### config.mk
export PLATFORM = sky130hd
export DESIGN_NAME = extbus_wr_ctrl
export DESIGN_NICKNAME = d
export VERILOG_FILES = /design/src/rtl/ebw_pkg.sv /design/src/rtl/ebw_sequencer.sv /design/src/rtl/ebw_strobe_gen.sv /design/src/rtl/ebw_datapath.sv /design/src/rtl/extbus_wr_ctrl.sv
export SDC_FILE = /design/constraint.sdc
export NUM_CORES = 1
export LEC_CHECK = 0
export CAP_MARGIN = 25
export CORE_ASPECT_RATIO = 1.1
export CORE_UTILIZATION = 47
export DETAILED_ROUTE_END_ITERATION = 10
export PLACE_DENSITY = 0.86
export SETUP_SLACK_MARGIN = 0.15
export SYNTH_ARGS = -nofsm -noshare
export SYNTH_HDL_FRONTEND = slang
export SYNTH_SLANG_ARGS = --single-unit
### constraint.sdc
create_clock -name clk -period 2.84 [get_ports clk]
set_input_delay 0.568 -clock clk [delete_from_list [all_inputs] [get_ports clk]]
set_output_delay 0.568 -clock clk [all_outputs]
set_load 0.02 [all_outputs]
### src/rtl/ebw_pkg.sv
package ebw_pkg;

  typedef enum logic [2:0] {
    ST_IDLE,
    ST_SETUP,
    ST_BASE,
    ST_ACKW,
    ST_TAIL,
    ST_RECOV
  } ebw_state_t;

  localparam int TAIL_CYCLES = 2;

  // mode 0: wait states only; 1: acknowledge only; 2 and 3: both
  function automatic logic mode_uses_waits(input logic [1:0] m);
    return (m != 2'd1);
  endfunction

  function automatic logic mode_uses_ack(input logic [1:0] m);
    return (m != 2'd0);
  endfunction

endpackage

### src/rtl/ebw_sequencer.sv
module ebw_sequencer
  import ebw_pkg::*;
#(
  parameter int WAIT_W = 3
) (
  input  logic              clk,
  input  logic              rst,
  input  logic              req_valid,
  input  logic [1:0]        cfg_mode,
  input  logic [WAIT_W-1:0] cfg_waits,
  input  logic              cfg_hold,
  input  logic              ack_in,
  output logic              ready,
  output logic              accept,
  output logic              cs_active,
  output logic              strobe_req,
  output logic              oe_active,
  output logic              done
);

  localparam int CNT_W = (WAIT_W < 2) ? 2 : WAIT_W;

  ebw_state_t        state;
  logic [CNT_W-1:0]  cnt;
  logic [1:0]        mode_q;
  logic [WAIT_W-1:0] waits_q;
  logic              hold_q;

  assign ready  = (state == ST_IDLE);
  assign accept = ready && req_valid;

  always_ff @(posedge clk) begin
    if (rst) begin
      state      <= ST_IDLE;
      cnt        <= '0;
      mode_q     <= 2'd0;
      waits_q    <= '0;
      hold_q     <= 1'b0;
      cs_active  <= 1'b0;
      strobe_req <= 1'b0;
      oe_active  <= 1'b0;
      done       <= 1'b0;
    end else begin
      done <= 1'b0;
      case (state)
        ST_IDLE: begin
          if (req_valid) begin
            mode_q    <= cfg_mode;
            waits_q   <= cfg_waits;
            hold_q    <= cfg_hold;
            cs_active <= 1'b1;
            state     <= ST_SETUP;
          end
        end
        ST_SETUP: begin
          strobe_req <= 1'b1;
          cnt        <= mode_uses_waits(mode_q) ? CNT_W'(waits_q) : '0;
          state      <= ST_BASE;
        end
        ST_BASE: begin
          oe_active <= 1'b1;
          if (cnt != '0) begin
            cnt <= cnt - 1'b1;
          end else if (mode_uses_ack(mode_q)) begin
            if (ack_in) begin
              cnt   <= CNT_W'(TAIL_CYCLES - 1);
              state <= ST_TAIL;
            end else begin
              state <= ST_ACKW;
            end
          end else begin
            strobe_req <= 1'b0;
            cnt        <= CNT_W'(hold_q);
            state      <= ST_RECOV;
          end
        end
        ST_ACKW: begin
          if (ack_in) begin
            cnt   <= CNT_W'(TAIL_CYCLES - 1);
            state <= ST_TAIL;
          end
        end
        ST_TAIL: begin
          if (cnt != '0) begin
            cnt <= cnt - 1'b1;
          end else begin
            strobe_req <= 1'b0;
            cnt        <= CNT_W'(hold_q);
            state      <= ST_RECOV;
          end
        end
        ST_RECOV: begin
          if (cnt != '0) begin
            cnt <= cnt - 1'b1;
          end else begin
            cs_active <= 1'b0;
            oe_active <= 1'b0;
            done      <= 1'b1;
            state     <= ST_IDLE;
          end
        end
        default: state <= ST_IDLE;
      endcase
    end
  end

  AST_ACK_LOW_STALLS: assert property (@(posedge clk) disable iff (rst)
    (state == ST_ACKW && !ack_in) |=> (state == ST_ACKW && strobe_req));

  AST_TAIL_AFTER_ACK: assert property (@(posedge clk) disable iff (rst)
    (state == ST_ACKW && ack_in) |=> (state == ST_TAIL && strobe_req));

  AST_STROBE_ONLY_WITH_CS: assert property (@(posedge clk) disable iff (rst)
    strobe_req |-> cs_active);

endmodule

### src/rtl/ebw_strobe_gen.sv
module ebw_strobe_gen #(
  parameter bit FALL_EDGE = 1'b1
) (
  input  logic clk,
  input  logic rst,
  input  logic strobe_req,
  output logic wr_n
);

  generate
    if (FALL_EDGE) begin : g_fall
      always_ff @(negedge clk) begin
        if (rst) wr_n <= 1'b1;
        else     wr_n <= ~strobe_req;
      end
    end else begin : g_rise
      always_ff @(posedge clk) begin
        if (rst) wr_n <= 1'b1;
        else     wr_n <= ~strobe_req;
      end
    end
  endgenerate

endmodule

### src/rtl/ebw_datapath.sv
module ebw_datapath #(
  parameter int ADDR_W = 16,
  parameter int DATA_W = 16
) (
  input  logic              clk,
  input  logic              rst,
  input  logic              accept,
  input  logic [ADDR_W-1:0] req_addr,
  input  logic [DATA_W-1:0] req_data,
  output logic [ADDR_W-1:0] bus_addr,
  output logic [DATA_W-1:0] bus_data
);

  always_ff @(posedge clk) begin
    if (rst) begin
      bus_addr <= '0;
      bus_data <= '0;
    end else if (accept) begin
      bus_addr <= req_addr;
      bus_data <= req_data;
    end
  end

endmodule

### src/rtl/extbus_wr_ctrl.sv
module extbus_wr_ctrl
  import ebw_pkg::*;
#(
  parameter int ADDR_W = 16,
  parameter int DATA_W = 16,
  parameter int WAIT_W = 3
) (
  input  logic              clk,
  input  logic              rst,
  input  logic              req_valid,
  input  logic [ADDR_W-1:0] req_addr,
  input  logic [DATA_W-1:0] req_data,
  input  logic [1:0]        cfg_mode,
  input  logic [WAIT_W-1:0] cfg_waits,
  input  logic              cfg_hold,
  input  logic              ack_in,
  output logic              req_ready,
  output logic              done,
  output logic              cs_n,
  output logic              wr_n,
  output logic [ADDR_W-1:0] bus_addr,
  output logic [DATA_W-1:0] bus_data,
  output logic              bus_data_oe
);

  logic accept;
  logic cs_active;
  logic strobe_req;
  logic oe_active;

  ebw_sequencer #(.WAIT_W(WAIT_W)) u_seq (
    .clk        (clk),
    .rst        (rst),
    .req_valid  (req_valid),
    .cfg_mode   (cfg_mode),
    .cfg_waits  (cfg_waits),
    .cfg_hold   (cfg_hold),
    .ack_in     (ack_in),
    .ready      (req_ready),
    .accept     (accept),
    .cs_active  (cs_active),
    .strobe_req (strobe_req),
    .oe_active  (oe_active),
    .done       (done)
  );

  ebw_strobe_gen #(.FALL_EDGE(1'b1)) u_strobe (
    .clk        (clk),
    .rst        (rst),
    .strobe_req (strobe_req),
    .wr_n       (wr_n)
  );

  ebw_datapath #(.ADDR_W(ADDR_W), .DATA_W(DATA_W)) u_dp (
    .clk      (clk),
    .rst      (rst),
    .accept   (accept),
    .req_addr (req_addr),
    .req_data (req_data),
    .bus_addr (bus_addr),
    .bus_data (bus_data)
  );

  assign cs_n        = ~cs_active;
  assign bus_data_oe = oe_active;

  AST_STROBE_INSIDE_CS: assert property (@(posedge clk) disable iff (rst)
    !wr_n |-> !cs_n);

  AST_OE_INSIDE_CS: assert property (@(posedge clk) disable iff (rst)
    bus_data_oe |-> !cs_n);

  AST_OE_OFF_AFTER_STROBE: assert property (@(posedge clk) disable iff (rst)
    $fell(bus_data_oe) |-> wr_n);

  AST_DONE_SINGLE: assert property (@(posedge clk) disable iff (rst)
    done |=> !done);

  AST_CS_RELEASE_DONE: assert property (@(posedge clk) disable iff (rst)
    $rose(cs_n) |-> done);

  AST_ADDR_HELD: assert property (@(posedge clk) disable iff (rst)
    (!cs_n && !$fell(cs_n)) |-> $stable(bus_addr));

  AST_START_ONLY_IDLE: assert property (@(posedge clk) disable iff (rst)
    $fell(cs_n) |-> $past(req_ready && req_valid));

endmodule

==> metrics.md <==
| Metric | Value |
|---|---|
| Post-synth top area cell | dfxtp_1 |
| Bufs on Longest Clock Path | 2 |
| Initial Util | 50.70% |
| I/O pin cnt | 79 |
| EDFF count, synth | 0 |
| Post-route non-filler standard cell count | 385 |
| Max stage delay on crit path | 0.30 ns |
| H-tree levels | 2 |
| Finished Core Util | 72.49% |
| Synth top area share | 47.37% |
| Syn_area_per_cell | 7.995 µm² |
| Num rows | 24 |
| Antenna viol nets, final | 0 |
| Die ar. | 4675 µm² |
| Slew Limit Fails | 0 |
| Vias in the first global route | 2063 |
| Sink Count | 49 |
| Area added between synthesis and finish | 42.96% |
| CP endpoint kind | output port |
| Crit path DAT | 2.19 ns |
| M1 WL | 2089 µm |
| Post-CTS Resized | 7 |
| RSZ-0062 raised after global routing | true |
| Total routed wirelength | 5110 µm |
| Clock-pin slew on the worst setup and hold paths | 0.08 ns |
| Uppermost layer routed | met4 |
| Routed vias/inst | 5.231 |
| Syn Inst Count | 259 |
| Req. time, crit path | 2.27 ns |
| DP HPWL | 3602 µm |
| Leakage | 1.107 nW |
| DR DRC count | 0 |
| Netlist cell types | 41 |
| Critical Path Start Type | flop |
| Placed insts | 377 |
| Final Hold Viols | 0 |
| Die height | 71.62 µm |
| Flops & latches, synth | 49 |
| YS warnings | 0 |
| N_diodes | 0 |
| Mapped cell area | 2071 µm² |
| Die width | 65.29 µm |
| Final hold slack | 0.4575 ns |
| Root Buffer | clkbuf_8 |
| First-pass DRT Iterations | 4 |
| Worst-Margin Slew | 0.6289 ns |
| DR vias | 2014 |
| PwrDens | 877.5 nW/µm² |
| GR Overflow Total | 0 |
| CTS Buf Count | 5 |
| Max Cap Viol | 0 |
| Metal2 WL | 2504 µm |
| Post-Syn Nets | 303 |
| 1st-iter DRT viols | 159 |
| Final GP Congestion | 0.8644 |
| NumNets Final | 376 |
| Largest cells by area after synthesis | dfxtp_1, nand2_1, a21oi_1, inv_1, o31ai_1 |
| TritonCTS clock tree | done |
| Buffers on Ports | 78 |
| Layout Skew | 0.05207 ns |
| Cts hold-fix bufs | 0 |
| Max-slew headroom | 58.02% |
| Worst vdd ir | 0.0005315 V |
| CP max FO | 1 |
| Wirelength per Cell | 13.27 µm |
| Global-route wire length before repair | 8618 µm |
| CP delay by family, top | flip-flops |
| Setup violators final | 0 |
| Hold Crit Class | flop to flop |
| Postcts setup bufs | 0 |
| Global Route Usage Sum | 23.83% |
| Clk_lat worst skew | 0.35 ns |
| Worst path bufs/invs | 1 |
| Register area share after synthesis | 47.37% |
| Share of post-route cells with drive strength above 1 | 5.405% |
| Post-synth top flop | dfxtp_1 |
| Largest net degree at the start of global routing | 50 |
| Core ar. | 4084 µm² |
| Initial antenna violation count | 0 |
| CP Cell Sequence | buf_6 |
| Slowest cell on crit path | dfxtp_2 |
| Status | complete, no violations |
| Ys async rst share | 0% |
| Critical path class | flop to output port |
| DR WL met3 | 426 µm |
path summary, 6_finish.rpt:
| kind | from | end | slack, ns | depth (start not counted) |
|---|---|---|---|---|
| worst max-delay path | u_strobe.wr_n$_SDFF_NP1_ | wr_n | 0.08 | 1 |
| worst min-delay path | u_dp.bus_addr[5]$_SDFFE_PP0P_ | u_dp.bus_addr[5]$_SDFFE_PP0P_ | 0.46 | 2 |
| worst max register to register | u_seq.cnt[0]$_SDFFE_PP0P_ | u_seq.state[0]$_SDFFE_PP0P_ | 0.91 | 6 |
| worst min register to register | u_dp.bus_addr[5]$_SDFFE_PP0P_ | u_dp.bus_addr[5]$_SDFFE_PP0P_ | 0.46 | 2 |
area by class of cell:
type	instances	area, µm²
clock inverter	2	11.26
inverter	10	37.54
tap	52	65.06
timing repair buffer	83	827.0
multi-input combinational	182	960.9
clock buffer	7	76.32
sequential	49	982.2
fill	349	1124
routing by layer:
layer,up-vias,GRT usage [%]
met2,55,43.30
met1,929,24.17
li1,1021,-
met5,-,0
met3,9,9.873
met4,0,8.213
sequential cells by signal, indices dropped and copies added, names as in the netlist:
name and count:
u_seq.oe_active 1, u_dp.bus_addr 16, u_dp.bus_data 16, u_seq.mode_q 2
u_seq.state 3, u_seq.cs_active 1, u_seq.cnt 3, u_strobe.wr_n 1
u_seq.waits_q 3, u_seq.hold_q 1, u_seq.strobe_req 1, u_seq.done 1
logic make-up (layout without fill, tap and decap cells):
group,after synthesis,count (layout),share of synthesized area (%)
buffers and inverters,28,102,6.223
adder cells (fa/ha/maj),2,2,1.208
flip-flops,49,49,47.37
AO/OA/AOI/OAI,72,72,21.81
AND/OR/NAND/NOR,108,108,23.38
cells in the mapped netlist, drive strengths merged (3+ instances only):
library cell / number
nand2: 82
o21ai: 3
dfxtp: 49
inv: 11
nor2b: 5
a21oi: 45
clkbuf: 7
buf: 10
o31ai: 5
nand2b: 3
a221oi: 3
nor2: 5
metrics by stage:
step	cell area, µm²	power, mW	setup TNS (ns)	worst slack, ns
2_1_floorplan	2071	1.769	0	0.4254
3_3_place_gp	2874	2.178	-0.02175	-0.02175
3_5_place_dp	2874	2.214	-0.02196	-0.02196
4_1_cts	2960	2.615	0	0.07449
5_1_grt	2960	2.775	0	0.04099
6_report	2960	2.598	0	0.08210
layout by cell type (no fill, tap or decap), types with 2 or more instances in the layout:
cell type,synthesis,final
or3_1,2,2
o31ai_1,5,5
a22o_1,2,2
inv_1,11,11
o32ai_1,2,2
ha_1,2,2
clkbuf_8,0,5
a21o_1,2,2
a221oi_1,3,3
o21ai_0,3,3
clkdlybuf4s50_1,0,76
buf_4,2,4
nand2_1,82,82
nor2_1,5,5
clkbuf_1,7,2
nand2b_1,3,3
dfxtp_1,49,48
a21oi_1,45,45
nor2b_1,4,4
where the power goes:
group | internal [mW] | switching (mW) | total (mW)
Sequential | 0.845 | 0.132 | 0.977
Clock | 0.176 | 0.227 | 0.403
Combinational | 0.546 | 0.672 | 1.22
Total | 1.57 | 1.03 | 2.60
(Power assumes the default switching activity.)
